[config.mk]
export PLATFORM = sky130hd
export DESIGN_NAME = bcd_clock_bank
export DESIGN_NICKNAME = d
export VERILOG_FILES = /design/src/rtl/bcd_clk_pkg.sv /design/src/rtl/bcd_wrap_cnt.sv /design/src/rtl/bcd_hour_cnt.sv /design/src/rtl/bcd_date_cnt.sv /design/src/rtl/bcd_clock_bank.sv
export SDC_FILE = /design/constraint.sdc
export NUM_CORES = 1
export LEC_CHECK = 0
export BUFFER_PORTS_ARGS = -buffer_cell sky130_fd_sc_hd__buf_2
export CAP_MARGIN = 20
export CORE_ASPECT_RATIO = 0.5
export CORE_UTILIZATION = 45
export CTS_BUF_LIST = sky130_fd_sc_hd__clkbuf_8
export DETAILED_ROUTE_END_ITERATION = 10
export PLACE_DENSITY_LB_ADDON = 0.15
export SLEW_MARGIN = 20
export SYNTH_ARGS = -nofsm -noshare
export SYNTH_HDL_FRONTEND = slang
export SYNTH_SLANG_ARGS = --single-unit
[constraint.sdc]
create_clock -name clk -period 9.9 [get_ports clk]
set_input_delay 0.99 -clock clk [delete_from_list [all_inputs] [get_ports clk]]
set_output_delay 0.99 -clock clk [all_outputs]
set_load 0.02 [all_outputs]
[src/rtl/bcd_clk_pkg.sv]
package bcd_clk_pkg;

   localparam int unsigned IDX_CTRL = 0;
   localparam int unsigned IDX_SEC  = 3;
   localparam int unsigned IDX_MIN  = 4;
   localparam int unsigned IDX_HOUR = 5;
   localparam int unsigned IDX_DATE = 6;
   localparam int unsigned IDX_WDAY = 7;
   localparam int unsigned IDX_MON  = 8;
   localparam int unsigned IDX_YEAR = 9;

   localparam int unsigned CTL_MODE12 = 3;
   localparam int unsigned CTL_SWRST  = 4;
   localparam int unsigned CTL_HALT   = 5;

   typedef enum logic {HR_FMT_24 = 1'b0, HR_FMT_12 = 1'b1} hr_fmt_e;

   // BCD increment of a six-bit two-digit field
   function automatic logic [5:0] bcd_step6(input logic [5:0] v);
      if (v[3:0] == 4'd9) return {v[5:4] + 2'd1, 4'h0};
      else                return {v[5:4], v[3:0] + 4'd1};
   endfunction

   // a BCD year is a multiple of four: even tens with 0/4/8, odd tens with 2/6
   function automatic logic leap_bcd(input logic tens_odd, input logic [3:0] ones);
      if (tens_odd) return (ones == 4'd2) || (ones == 4'd6);
      else          return (ones == 4'd0) || (ones == 4'd4) || (ones == 4'd8);
   endfunction

   function automatic logic [5:0] last_day(input logic [4:0] mon, input logic leap);
      case (mon)
         5'h02:                      return leap ? 6'h29 : 6'h28;
         5'h04, 5'h06, 5'h09, 5'h11: return 6'h30;
         default:                    return 6'h31;
      endcase
   endfunction

endpackage

[src/rtl/bcd_wrap_cnt.sv]
module bcd_wrap_cnt #(
   parameter int unsigned   W   = 8,
   parameter logic [W-1:0]  LO  = '0,
   parameter logic [W-1:0]  HI  = '0,
   parameter logic [W-1:0]  RST = '0
) (
   input  logic         clk,
   input  logic         rst_n,
   input  logic         clr_i,
   input  logic         ld_i,
   input  logic [W-1:0] ld_val_i,
   input  logic         step_i,
   output logic [W-1:0] q_o
);
   logic [W-1:0] q_r;
   logic [W-1:0] inc_v;

   if (W < 3 || W > 8) begin : g_bad_w
      $error("bcd_wrap_cnt: W must be 3..8");
   end

   if (W > 4) begin : g_bcd
      localparam int unsigned HW = W - 4;
      assign inc_v = (q_r[3:0] == 4'd9) ? {q_r[W-1:4] + HW'(1), 4'h0}
                                        : {q_r[W-1:4], q_r[3:0] + 4'd1};
   end else begin : g_bin
      assign inc_v = q_r + W'(1);
   end

   always_ff @(posedge clk or negedge rst_n) begin
      if (!rst_n)       q_r <= RST;
      else if (clr_i)   q_r <= RST;
      else if (ld_i)    q_r <= ld_val_i;
      else if (step_i)  q_r <= (q_r == HI) ? LO : inc_v;
   end

   assign q_o = q_r;
endmodule

[src/rtl/bcd_hour_cnt.sv]
module bcd_hour_cnt
   import bcd_clk_pkg::*;
(
   input  logic       clk,
   input  logic       rst_n,
   input  logic       clr_i,
   input  logic       ld_i,
   input  logic [5:0] ld_val_i,
   input  logic       step_i,
   input  hr_fmt_e    fmt_i,
   output logic [5:0] q_o,
   output logic       wrap_o
);
   logic [5:0] q_r;
   logic [5:0] nxt;
   logic       at_end;

   always_comb begin
      nxt    = bcd_step6(q_r);
      at_end = 1'b0;
      if (fmt_i == HR_FMT_12) begin
         if (q_r[4:0] == 5'h11) begin
            nxt    = {~q_r[5], 5'h12};
            at_end = q_r[5];
         end else if (q_r[4:0] == 5'h12) begin
            nxt = {q_r[5], 5'h01};
         end else begin
            nxt = bcd_step6({1'b0, q_r[4:0]}) | {q_r[5], 5'b0};
         end
      end else if (q_r == 6'h23) begin
         nxt    = 6'h00;
         at_end = 1'b1;
      end
   end

   always_ff @(posedge clk or negedge rst_n) begin
      if (!rst_n)       q_r <= 6'h00;
      else if (clr_i)   q_r <= 6'h00;
      else if (ld_i)    q_r <= ld_val_i;
      else if (step_i)  q_r <= nxt;
   end

   assign q_o    = q_r;
   assign wrap_o = step_i & ~ld_i & ~clr_i & at_end;
endmodule

[src/rtl/bcd_date_cnt.sv]
module bcd_date_cnt
   import bcd_clk_pkg::*;
(
   input  logic       clk,
   input  logic       rst_n,
   input  logic       clr_i,
   input  logic       ld_i,
   input  logic [5:0] ld_val_i,
   input  logic       step_i,
   input  logic [4:0] mon_i,
   input  logic       leap_i,
   output logic [5:0] q_o,
   output logic       wrap_o
);
   logic [5:0] q_r;
   logic       at_end;

   assign at_end = (q_r >= last_day(mon_i, leap_i));

   always_ff @(posedge clk or negedge rst_n) begin
      if (!rst_n)       q_r <= 6'h01;
      else if (clr_i)   q_r <= 6'h01;
      else if (ld_i)    q_r <= ld_val_i;
      else if (step_i)  q_r <= at_end ? 6'h01 : bcd_step6(q_r);
   end

   assign q_o    = q_r;
   assign wrap_o = step_i & ~ld_i & ~clr_i & at_end;
endmodule

[src/rtl/bcd_clock_bank.sv]
module bcd_clock_bank
   import bcd_clk_pkg::*;
#(
   parameter int unsigned ADDR_W            = 5,
   parameter bit          OSC_FLAG_AT_RESET = 1'b1,
   parameter bit          HR12_SUPPORT      = 1'b1
) (
   input  logic              clk,
   input  logic              rst_n,
   input  logic              tick_i,
   input  logic              osc_fail_i,
   input  logic              we_i,
   input  logic [ADDR_W-1:0] addr_i,
   input  logic [7:0]        wdata_i,
   output logic [7:0]        rdata_o
);
   localparam logic [ADDR_W-1:0] A_CTRL = ADDR_W'(IDX_CTRL);
   localparam logic [ADDR_W-1:0] A_SEC  = ADDR_W'(IDX_SEC);
   localparam logic [ADDR_W-1:0] A_MIN  = ADDR_W'(IDX_MIN);
   localparam logic [ADDR_W-1:0] A_HOUR = ADDR_W'(IDX_HOUR);
   localparam logic [ADDR_W-1:0] A_DATE = ADDR_W'(IDX_DATE);
   localparam logic [ADDR_W-1:0] A_WDAY = ADDR_W'(IDX_WDAY);
   localparam logic [ADDR_W-1:0] A_MON  = ADDR_W'(IDX_MON);
   localparam logic [ADDR_W-1:0] A_YEAR = ADDR_W'(IDX_YEAR);

   if (ADDR_W < 4 || ADDR_W > 8) begin : g_bad_addr
      $error("bcd_clock_bank: ADDR_W must be 4..8");
   end

   logic       stop_q, mode12_q, osc_q;
   logic [6:0] sec_q, min_q;
   logic [5:0] hr_q, date_q;
   logic [2:0] wday_q;
   logic [4:0] mon_q;
   logic [7:0] yr_q;

   logic wr_ctrl, wr_sec, wr_min, wr_hour, wr_date, wr_wday, wr_mon, wr_year;
   logic soft_rst, run;
   logic c_sec, c_min, c_hr, c_date, c_mon;
   hr_fmt_e fmt;

   assign wr_ctrl  = we_i && (addr_i == A_CTRL);
   assign wr_sec   = we_i && (addr_i == A_SEC);
   assign wr_min   = we_i && (addr_i == A_MIN);
   assign wr_hour  = we_i && (addr_i == A_HOUR);
   assign wr_date  = we_i && (addr_i == A_DATE);
   assign wr_wday  = we_i && (addr_i == A_WDAY);
   assign wr_mon   = we_i && (addr_i == A_MON);
   assign wr_year  = we_i && (addr_i == A_YEAR);
   assign soft_rst = wr_ctrl && wdata_i[CTL_SWRST];
   assign run      = tick_i && !stop_q;

   // control byte and sticky oscillator flag
   always_ff @(posedge clk or negedge rst_n) begin
      if (!rst_n) begin
         stop_q   <= 1'b0;
         mode12_q <= 1'b0;
      end else if (soft_rst) begin
         stop_q   <= 1'b0;
         mode12_q <= 1'b0;
      end else if (wr_ctrl) begin
         stop_q   <= wdata_i[CTL_HALT];
         mode12_q <= wdata_i[CTL_MODE12] & HR12_SUPPORT;
      end
   end

   always_ff @(posedge clk or negedge rst_n) begin
      if (!rst_n)          osc_q <= OSC_FLAG_AT_RESET;
      else if (osc_fail_i) osc_q <= 1'b1;
      else if (soft_rst)   osc_q <= OSC_FLAG_AT_RESET;
      else if (wr_sec)     osc_q <= osc_q & wdata_i[7];
   end

   assign fmt = mode12_q ? HR_FMT_12 : HR_FMT_24;

   // carry chain: a register under write passes nothing on
   assign c_sec = run   && !wr_sec && (sec_q == 7'h59);
   assign c_min = c_sec && !wr_min && (min_q == 7'h59);
   assign c_mon = c_date && !wr_mon && (mon_q == 5'h12);

   bcd_wrap_cnt #(.W(7), .LO(7'h00), .HI(7'h59), .RST(7'h00)) u_sec (
      .clk(clk), .rst_n(rst_n), .clr_i(soft_rst), .ld_i(wr_sec),
      .ld_val_i(wdata_i[6:0]), .step_i(run), .q_o(sec_q));

   bcd_wrap_cnt #(.W(7), .LO(7'h00), .HI(7'h59), .RST(7'h00)) u_min (
      .clk(clk), .rst_n(rst_n), .clr_i(soft_rst), .ld_i(wr_min),
      .ld_val_i(wdata_i[6:0]), .step_i(c_sec), .q_o(min_q));

   bcd_hour_cnt u_hour (
      .clk(clk), .rst_n(rst_n), .clr_i(soft_rst), .ld_i(wr_hour),
      .ld_val_i(wdata_i[5:0]), .step_i(c_min), .fmt_i(fmt),
      .q_o(hr_q), .wrap_o(c_hr));

   bcd_date_cnt u_date (
      .clk(clk), .rst_n(rst_n), .clr_i(soft_rst), .ld_i(wr_date),
      .ld_val_i(wdata_i[5:0]), .step_i(c_hr), .mon_i(mon_q),
      .leap_i(leap_bcd(yr_q[4], yr_q[3:0])), .q_o(date_q), .wrap_o(c_date));

   bcd_wrap_cnt #(.W(3), .LO(3'd0), .HI(3'd6), .RST(3'd0)) u_wday (
      .clk(clk), .rst_n(rst_n), .clr_i(soft_rst), .ld_i(wr_wday),
      .ld_val_i(wdata_i[2:0]), .step_i(c_hr), .q_o(wday_q));

   bcd_wrap_cnt #(.W(5), .LO(5'h01), .HI(5'h12), .RST(5'h01)) u_mon (
      .clk(clk), .rst_n(rst_n), .clr_i(soft_rst), .ld_i(wr_mon),
      .ld_val_i(wdata_i[4:0]), .step_i(c_date), .q_o(mon_q));

   bcd_wrap_cnt #(.W(8), .LO(8'h00), .HI(8'h99), .RST(8'h00)) u_year (
      .clk(clk), .rst_n(rst_n), .clr_i(soft_rst), .ld_i(wr_year),
      .ld_val_i(wdata_i), .step_i(c_mon), .q_o(yr_q));

   always_comb begin
      case (addr_i)
         A_CTRL:  rdata_o = {2'b00, stop_q, 1'b0, mode12_q, 3'b000};
         A_SEC:   rdata_o = {osc_q, sec_q};
         A_MIN:   rdata_o = {1'b0, min_q};
         A_HOUR:  rdata_o = {2'b00, hr_q};
         A_DATE:  rdata_o = {2'b00, date_q};
         A_WDAY:  rdata_o = {5'b00000, wday_q};
         A_MON:   rdata_o = {3'b000, mon_q};
         A_YEAR:  rdata_o = yr_q;
         default: rdata_o = 8'h00;
      endcase
   end
endmodule

Word-level counts from Yosys, hierarchy flattened
Cells that the tools add are included.

storage, ports and cells
  bits of input ports = 18
  flip-flop bits (word level) = 45
  output and inout bits = 8

operators by class
  equal/unequal tests = 31
  add/subtract/negate cells = 14
  bitwise logic cells = 12
  multiplexer cells = 56
  $lt $le $gt $ge = 1
  reductions and logical operators = 48

operators with widths
  kind                                                                    count
  6-bit two-way mux                                                       17
  7-bit two-way mux                                                       10
  8-bit one-hot mux with 8 select lines                                   1
  8-bit two-way mux                                                       5
  5-bit by 3-bit equality test with 1-bit output (second input constant)  6
  4-bit by 1-bit adder with 4-bit output (second input constant)          7
  4-bit equality test (second input constant)                             7
  5-bit two-way mux                                                       5
  3-bit nonzero test                                                      8
  5-bit equality test (second input constant)                             4
  4-bit nonzero test                                                      5
  1-bit logical AND                                                       16
  5-bit by 4-bit equality test with 1-bit output (second input constant)  3
  7-bit equality test (second input constant)                             2
  1-bit two-way mux                                                       13
  3-bit two-way mux                                                       4
  6-bit one-hot mux with 2 select lines                                   1
  2-bit AND reduction                                                     6
  5-bit by 2-bit equality test with 1-bit output (second input constant)  2
  3-bit by 1-bit adder with 3-bit output (second input constant)          3
  4-bit by 3-bit equality test with 1-bit output (second input constant)  2
  8-bit equality test (second input constant)                             1
  1-bit AND                                                               7
  6-bit equality test (second input constant)                             1
  other kinds (17)                                                        26

Depth between registers and ports, before layout
Gate-level depths: netlist of run 1.

  word-level depth = 18
  depth in mapped cells = 13
  mapped depth without buffers = 12

Hierarchy
A second synthesis of run 1 with hierarchy kept.

unflattened totals
  cell total of the unflattened synthesis = 482
  area total of the unflattened synthesis = 4,076.4 um^2

by module, submodules not included
  module                    cells each  times used  seq. area each (um^2)  area an instance (um^2)
  bcd_wrap_cnt (u_min ...)  54          2           175.2                  494.2
  bcd_clock_bank            103         1           76.3                   752.0
  bcd_wrap_cnt (u_year)     64          1           200.2                  613.1
  bcd_hour_cnt              78          1           150.1                  608.1
  bcd_date_cnt              70          1           151.4                  584.3
  bcd_wrap_cnt (u_mon)      40          1           126.4                  354.1
  bcd_wrap_cnt (u_wday)     19          1           75.1                   176.4

Worst setup path before layout of run 1
Ideal clock, no wire load.

  path type = register -> register
  start = register u_year.q_r[1] (netlist: u_year.q_o[1])
  end = register u_year.q_r[7] (netlist: u_year.q_o[7])
  path buffers = 1
  setup slack = 6.669 ns
  setup time = 0.082 ns
  data arrival time = 3.149 ns
  cell stages (with the launch flop) = 14
  period minus slack after synthesis = 3.231 ns
  data required time = 9.818 ns
  path through = dfrtp_1 > clkbuf_1 > a211oi_1 > a31oi_1 > o21ai_0 > a2111oi_0 > a31oi_1 > ha_1 > nor4b_1 > o22ai_1 > nand2_1 > or4_4 > or4_1 > a31oi_1

on the way
  word-level cells in the longest chain between the ends = 12

RTL lines
  what                                                                                        RTL line              RTL
  from (decl)                                                                                 bcd_wrap_cnt.sv:15    logic [W-1:0] q_r;
  from (signal assigned)                                                                      bcd_wrap_cnt.sv:33    else if (ld_i) q_r <= ld_val_i;
  from (signal assigned)                                                                      bcd_wrap_cnt.sv:34    else if (step_i) q_r <= (q_r == HI) ? LO : inc_v;
  4-bit by 3-bit equality test with 1-bit output / 4-bit logical NOT (equally long branches)  bcd_clk_pkg.sv:27     else return (ones == 4'd0) || (ones == 4'd4) || (ones == 4'd8);
  1-bit logical OR (2 in series)                                                              bcd_clk_pkg.sv:27
  1-bit two-way mux                                                                           bcd_clk_pkg.sv:26     if (tens_odd) return (ones == 4'd2) || (ones == 4'd6);
  1-bit two-way mux                                                                           bcd_clk_pkg.sv:32     5'h02: return leap ? 6'h29 : 6'h28;
  6-bit one-hot mux with 2 select lines                                                       bcd_clk_pkg.sv:31     case (mon)
  6-bit greater-or-equal comparator                                                           bcd_date_cnt.sv:18    assign at_end = (q_r >= last_day(mon_i, leap_i));
  1-bit AND                                                                                   bcd_date_cnt.sv:28    assign wrap_o = step_i & ~ld_i & ~clr_i & at_end;
  1-bit logical AND (2 in series)                                                             bcd_clock_bank.sv:79  assign c_mon = c_date && !wr_mon && (mon_q == 5'h12);
  3-bit nonzero test (no line)                                                                -
  2-bit AND reduction (no line)                                                               -

Several ways; a longest one is shown, not always the timed one. The select of a mux whose other input is x is not followed.
A chain may end at the register's enable or synchronous reset.

Final worst setup path of run 1
  start = input addr_i[3]
  end = register u_date.q_r[5] (netlist: u_date.q_o[5])

on the way
  word-level cells in the longest chain between the ends = 12

RTL lines
  what                                            RTL line              RTL
  from (decl)                                     bcd_clock_bank.sv:13  input logic [ADDR_W-1:0] addr_i,
  5-bit by 2-bit equality test with 1-bit output  bcd_clock_bank.sv:43  assign wr_sec = we_i && (addr_i == A_SEC);
  1-bit logical AND                               bcd_clock_bank.sv:43
  1-bit logical NOT                               bcd_clock_bank.sv:77  assign c_sec = run && !wr_sec && (sec_q == 7'h59);
  1-bit logical AND (2 in series)                 bcd_clock_bank.sv:77
  1-bit logical AND (2 in series)                 bcd_clock_bank.sv:78  assign c_min = c_sec && !wr_min && (min_q == 7'h59);
  1-bit AND (3 in series)                         bcd_hour_cnt.sv:44    assign wrap_o = step_i & ~ld_i & ~clr_i & at_end;
  3-bit nonzero test (no line)                    -
  2-bit AND reduction (no line)                   -
  to (signal assigned)                            bcd_date_cnt.sv:23    else if (ld_i) q_r <= ld_val_i;
  to (signal assigned)                            bcd_date_cnt.sv:24    else if (step_i) q_r <= at_end ? 6'h01 : bcd_step6(q_r);
  to (decl)                                       bcd_date_cnt.sv:15    logic [5:0] q_r;

Several ways; a longest one is shown, not always the timed one.

==> impl_results.rst, run 1 <==
.. list-table::
   :header-rows: 1

   * - Metric
     - Value
   * - Run status
     - complete, no violations
   * - Fraction of the cycle the final worst path needs
     - 38.76%
   * - Power Total
     - 0.0007083 W
   * - Power density relative to cell area
     - 178.5 nW/µm²
   * - Worst-case clock skew
     - 0.007119 ns
   * - Highest net fanout along the worst path
     - 25
   * - # setup viols final
     - 0
   * - CTS root buffer
     - clkbuf_8
   * - TritonCTS Buffers
     - 5
   * - Remaining routing DRC violations
     - 0
   * - Yosys warning total
     - 0
   * - Cell Chain, Critical Path
     - buf_2, nor4b_1, nand3_1, nand3_1, o211ai_1, o21a_1, o22a_1
   * - Critical Path Sink
     - u_date.q_o[5]
   * - Path depth of the worst reg2reg path
     - 12
   * - Number of fillers in the final layout
     - 773
   * - CP Launch Type
     - input pin
   * - Slew at the pin closest to its max-slew limit
     - 0.9529 ns
   * - Wirelength per Cell
     - 19.02 µm
   * - Worst Path Buf+Inv
     - 1
   * - Pin count of the biggest net entering global routing
     - 46
   * - Most repeated library cell on the critical path
     - nand3_1
   * - Max-slew violation count
     - 0
   * - Clk slew on worst S/H paths
     - 0.09 ns
   * - Final-report hold violation count
     - 0
   * - Weighted congestion reported at the end of routability-driven placement
     - 0.8894
   * - Net count after synthesis
     - 510
   * - Post-route ant nets
     - 0
   * - Vias in the first global route
     - 3300
   * - Placed cell area
     - 3850 µm²
   * - Fin crit period
     - 3.837 ns
   * - Hpwl dp
     - 8124 µm
   * - Total Die Area
     - 8627 µm²
   * - Post-CTS setup buffer count
     - 0
   * - Max-Slew Margin vs Limit
     - 36.47%
   * - Mapped Avg Cell Area
     - 7.788 µm²
   * - Antenna Diode Count
     - 0
   * - Critical-path top delay cell
     - nand3_1
   * - Post-detailed-routing wire length
     - 11180 µm
   * - Chip Height
     - 66.18 µm
   * - Cell area after technology mapping
     - 3707 µm²
   * - Static leakage
     - 1.601 nW
   * - PnR worst setup slack
     - 6.063 ns
   * - Area added between synthesis and finish
     - 7.054%
   * - Clock latency on the worst-skew pair
     - 0.31 ns
   * - Number of cells after detailed placement
     - 580
   * - Mapped Cells
     - 476
   * - Cell family with most CP delay
     - simple AND/OR/NAND/NOR gates
   * - Share of post-route cells with drive strength above 1
     - 9.167%
   * - Setup repair after global routing missed its margin
     - false
   * - Via Count
     - 3745
   * - Launch point of the worst path
     - addr_i[3]
   * - Final Non-Filler Cells
     - 588
   * - Global route total overflow
     - 0
   * - Worst EP required
     - 10.10 ns
   * - Die width
     - 130.4 µm
   * - Count of maximum capacitance violations
     - 0
   * - CTS sink cnt
     - 45
   * - Max stage delay on crit path
     - 0.79 ns
   * - Distinct cell type count of the synthesized netlist
     - 66
   * - Reg-to-reg critical path startpoint
     - u_year.q_o[4]
   * - Leading cell types in the layout, fill and taps excluded
     - nor2_1, o21ai_0, nand2_1, dfrtp_1, a21oi_1
   * - Vias/cell
     - 6.369
   * - Number of hold buffers added after cts
     - 0
   * - Critical Path Sink Type
     - flop
   * - Worst-case setup slack after placement
     - 5.823 ns
   * - Count of nets after finishing
     - 513
   * - Standard cell core area
     - 7652 µm²
   * - DR iter-0 viols
     - 452
   * - Global-route usage over all layers
     - 28.63%
   * - Detailed Routing Iterations Pass 1
     - 5
   * - Number of enable flip-flop cells after synthesis
     - 0
   * - Effective utilization at floorplan
     - 48.45%
   * - Max Clock Freq
     - 0.2606 GHz
   * - Leading register cell type out of synthesis
     - dfrtp_1
   * - Crit Path Class
     - input pin to flop
   * - TritonCTS clock tree
     - yes
   * - Post-route cell area
     - 3969 µm²
   * - Number of gates resized after cts
     - 0
   * - Num ports
     - 26
   * - Antenna violations before repair
     - 0
   * - Worst endpoint data arrival time
     - 4.04 ns
   * - Setup slack of the worst register-to-register path
     - 6.21 ns
   * - Fraction of the yosys area taken by sequential cells
     - 30.48%
   * - Total negative slack
     - 0 ns
   * - Flip-flop and latch count after synthesis
     - 45
   * - CTS H-tree depth
     - 2
   * - Fraction of synthesis flops using an asynchronous set or reset pin
     - 100.0%
   * - Max Root-Sink Buffers
     - 2
   * - Count of input and output buffers
     - 25
   * - RR Endpoint
     - u_year.q_o[1]
   * - Peak supply drop
     - 0.09896 mV
   * - Class of the tightest hold or removal check
     - flop to flop
   * - Stages on worst setup path
     - 7
   * - Standard-cell row count
     - 22
   * - Leading cell type in the layout, fill and taps excluded
     - nor2_1
   * - Wire length of the first global-routing pass
     - 18350 µm
## cells in the mapped netlist, types with 5 or more instances
master,instances,area [µm²]
nor2_1,48,180.2
nand2_1,44,165.2
o21ai_0,44,220.2
dfrtp_1,42,1051
a21oi_1,40,200.2
clkbuf_1,26,97.59
inv_1,19,71.32
nand3_1,18,90.09
ha_1,16,200.2
nor3_1,15,75.07
a211oi_1,13,97.59
nor2b_1,12,75.07
mux2i_1,9,90.09
o211ai_1,9,67.56
a31oi_1,8,50.05
a222oi_1,6,60.06
nand2b_1,6,37.54
nand3b_1,6,45.04
nor3b_1,6,45.04
a22oi_1,5,37.54
and2_1,5,31.28
and3b_1,5,43.79
## routing by layer
metal | wire, µm | vias up | global-route usage [%]
met4 | 63 | 0 | 4.885
li1 | - | 1776 | -
met2 | 4424 | 152 | 40.29
met5 | 0 | - | 0
met3 | 1084 | 9 | 5.987
met1 | 5610 | 1808 | 44.41
## worst min path at each step
stage / from / end / slack [ns] / cells past startpoint
finish: osc_q / osc_q / 0.48 / 2
global route: osc_q / osc_q / 0.52 / 2
CTS: osc_q / osc_q / 0.49 / 2
detailed placement: osc_q / osc_q / 0.47 / 2
global placement: osc_q / osc_q / 0.47 / 2
floorplan: osc_q / osc_q / 0.45 / 2
## worst register-to-register path, stage by stage (launching register included)
cell	delay [ns]
dfrtp_1	0.55
a211oi_1	0.09
a31oi_1	0.14
o21ai_0	0.08
a2111oi_0	0.40
a31oi_1	0.09
ha_1	0.29
nor4b_1	0.05
o22ai_1	0.40
nand2_1	0.35
nor4b_1	0.66
a21boi_0	0.18
o31a_1	0.31
## power breakdown
group / total, W / leakage (nW) / switching (W) / internal, W
combinational: 0.000225 / 0.992 / 0.000116 / 0.000109
clock: 0.000152 / 0.0626 / 0.0000703 / 0.0000815
sequential: 0.000332 / 0.546 / 0.0000980 / 0.000234
total: 0.000708 / 1.60 / 0.000284 / 0.000424
## sequential cells by signal, indices dropped and copies added, names as in the netlist
| name | count |
|---|---|
| mode12_q | 1 |
| osc_q | 1 |
| stop_q | 1 |
| u_date.q_o | 6 |
| u_hour.q_o | 6 |
| u_min.q_o | 7 |
| u_mon.q_o | 5 |
| u_sec.q_o | 7 |
| u_wday.q_o | 3 |
| u_year.q_o | 8 |
## cell type report
| cell class | instances | area [µm²] | share of cell area (%) |
|---|---|---|---|
| multi-input combinational | 383 | 2389 | 60.18 |
| inverter | 19 | 71.32 | 1.797 |
| tap | 108 | 135.1 | 3.405 |
| clock buffer | 6 | 82.58 | 2.081 |
| clock inverter | 2 | 33.78 | 0.8512 |
| timing repair buffer | 25 | 127.6 | 3.216 |
| sequential | 45 | 1130 | 28.47 |
## per-stage QoR
stage / utilization (%) / hold WS, ns
6_report: 51.86 / 0.4815
5_1_grt: 51.86 / 0.5170
4_1_cts: 51.83 / 0.4870
3_5_place_dp: 50.31 / 0.4737
3_3_place_gp: 50.31 / 0.4739
2_1_floorplan: - / 0.4535
## logic make-up after synthesis
kind of cell    after synthesis  share of synthesized area (%)
mux                          11                          3.038
xor+xnor                      6                          1.417
simple gates                196                          27.91
compound gates              154                          26.66
fa+ha+maj                    16                          5.400
buf+inv                      48                          5.096
flops                        45                          30.48
No activity file was read; power rests on OpenSTA's default activity.
==> run 2: changes to the inputs <==
Clock period 9.9 ns to 3.7 ns, I/O delays scaled along.
==> impl_results.rst, run 2 (synthesized netlist as in run 1, its figures left out) <==
.. list-table::
   :header-rows: 1

   * - Metric
     - Value
   * - Crit Path Class
     - flop to flop
   * - Global route total overflow
     - 0 (unchanged)
   * - Final Non-Filler Cells
     - 595 (+1.2%)
   * - Leading cell types in the layout, fill and taps excluded
     - nor2_1, o21ai_0, nand2_1, dfrtp_1, a21oi_1
   * - DR iter-0 viols
     - 493 (+9.1%)
   * - Fin crit period
     - 3.407 ns
   * - Weighted congestion reported at the end of routability-driven placement
     - 0.9279 (+4.3%)
   * - Final worst hold slack
     - 0.08956 ns (-0.3919 ns)
   * - Chip Height
     - 66.18 µm (unchanged)
   * - Clock latency on the worst-skew pair
     - 0.31 ns (about the same)
   * - Standard-cell row count
     - 22 (unchanged)
   * - Total Die Area
     - 8627 µm² (unchanged)
   * - Count of input and output buffers
     - 25 (unchanged)
   * - Vias/cell
     - 6.262 (-1.7%)
   * - Setup repair after global routing missed its margin
     - false
   * - Max-slew violation count
     - 0 (unchanged)
   * - Post-route ant nets
     - 0 (unchanged)
   * - Effective utilization at floorplan
     - 48.45% (unchanged)
   * - Fraction of the cycle the final worst path needs
     - 92.08%
   * - Critical Path Sink Type
     - flop
   * - Number of cells after detailed placement
     - 587 (+1.2%)
   * - Post-detailed-routing wire length
     - 11520 µm (+3.0%)
   * - Antenna Diode Count
     - 0 (unchanged)
   * - Post-CTS setup buffer count
     - 0 (unchanged)
   * - Number of gates resized after cts
     - 0 (unchanged)
   * - Wirelength per Cell
     - 19.36 µm (+1.8%)
   * - Final-report hold violation count
     - 0 (unchanged)
   * - Remaining routing DRC violations
     - 0 (unchanged)
   * - Num ports
     - 26 (unchanged)
   * - Clk slew on worst S/H paths
     - 0.09 ns (about the same)
   * - Max Clock Freq
     - 0.2935 GHz
   * - Cell family with most CP delay
     - compound AO/OA/AOI/OAI gates
   * - Worst endpoint data arrival time
     - 3.61 ns (-0.43 ns)
   * - Wire length of the first global-routing pass
     - 18780 µm (+2.4%)
   * - Power Total
     - 0.001847 W (+160%)
   * - Peak supply drop
     - 0.2534 mV (+160%)
   * - Die width
     - 130.4 µm (unchanged)
   * - Via Count
     - 3726 (-0.51%)
   * - Slew at the pin closest to its max-slew limit
     - 0.7185 ns (-0.2344 ns)
   * - Static leakage
     - 1.625 nW (+1.5%)
   * - Detailed Routing Iterations Pass 1
     - 7 (+2)
   * - Class of the tightest hold or removal check
     - input pin to async pin
   * - Vias in the first global route
     - 3411 (+3.4%)
   * - Run status
     - complete, no violations
   * - Worst Path Buf+Inv
     - 0 (-1)
   * - Critical-path top delay cell
     - nor4b_1
   * - TritonCTS Buffers
     - 5 (unchanged)
   * - Max reg flops
     - 8 (unchanged)
   * - Hpwl dp
     - 8303 µm (+2.2%)
   * - Cell Chain, Critical Path
     - a211oi_1, a31oi_1, o21ai_0, a2111oi_0, a31oi_1, ha_1, nor4b_1, o22ai_1, nand2_1, nor4b_1, a21boi_0, o31a_1
   * - Standard cell core area
     - 7652 µm² (unchanged)
   * - Max stage delay on crit path
     - 0.68 ns (-0.11 ns)
   * - Max Root-Sink Buffers
     - 2 (unchanged)
   * - TritonCTS clock tree
     - yes
   * - Area added between synthesis and finish
     - 7.999%
   * - CTS root buffer
     - clkbuf_8
   * - Number of hold buffers added after cts
     - 0 (unchanged)
   * - Worst EP required
     - 3.90 ns (-6.20 ns)
   * - CTS H-tree depth
     - 2 (unchanged)
   * - Global-route usage over all layers
     - 29.61% (+0.98 points)
   * - CTS sink cnt
     - 45 (unchanged)
   * - Leading cell type in the layout, fill and taps excluded
     - nor2_1
   * - Pin count of the biggest net entering global routing
     - 29 (-37%)
   * - Antenna violations before repair
     - 0 (unchanged)
   * - Count of nets after finishing
     - 520 (+1.4%)
   * - CP Launch Type
     - flop
   * - Highest net fanout along the worst path
     - 10 (-60%)
   * - Max-Slew Margin vs Limit
     - 51.42% (+15 points)
   * - # setup viols final
     - 0 (unchanged)
   * - Total negative slack
     - 0 ns (unchanged)
   * - Count of maximum capacitance violations
     - 0 (unchanged)
   * - Worst-case clock skew
     - 0.006862 ns (-0.0002566 ns)
   * - Power density relative to cell area
     - 461.3 nW/µm² (+160%)
   * - Share of post-route cells with drive strength above 1
     - 10.68% (+1.5 points)
-- run 2: cell types whose count changed in the layout (fill, tap and decap cells not counted), sizes merged --
cell and delta:
clkbuf +1, bufinv -1, clkinv +1, buf +7, inv -1
-- run 2: metrics by stage --
stage | worst slack [ns] | instance area, µm² | utilization (%)
global route | 0.01142 | 4004 | 52.32
global placement | 0.5207 | 3902 | 51.00
CTS | 0.3318 | 4004 | 52.32
floorplan | 0.4690 | 3707 | -
detailed placement | 0.3755 | 3902 | 51.00
finish | 0.2932 | 4004 | 52.32
-- run 2: cell type report --
cell class | instances | area, µm²
Clock inverter | 1 | 5.005
Multi-Input combinational cell | 383 | 2389
Sequential cell | 45 | 1130
Clock buffer | 7 | 96.34
Inverter | 19 | 71.32
Tap cell | 108 | 135.1
Fill cell | 787 | 3649
Timing Repair Buffer | 32 | 177.7
-- run 2: final timing paths --
path,end,cells past startpoint,slack [ns],start
hold reg to reg,osc_q,2,0.49,osc_q
hold / removal,u_hour.q_o[0],1,0.09,rst_n
setup reg to reg,u_year.q_o[1],12,0.29,u_year.q_o[1]
max in group asynchronous,u_sec.q_o[1],2,2.88,rst_n
min in group clk,osc_q,3,0.25,osc_fail_i
setup / recovery,u_year.q_o[1],12,0.29,u_year.q_o[1]
-- run 2: where the power goes --
group / total, W / switching, W / internal, W
logic: 0.000603 / 0.000309 / 0.000293
registers: 0.000887 / 0.000261 / 0.000626
clock network: 0.000357 / 0.000187 / 0.000169
total: 0.00185 / 0.000758 / 0.00109
-- run 2: routing by layer --
metal	vias up	track usage [%]	routed length, µm
li1	1786	-	-
met1	1773	44.78	5675
met2	156	42.02	4585
met3	11	6.796	1128
met4	0	6.609	127
met5	-	0	0
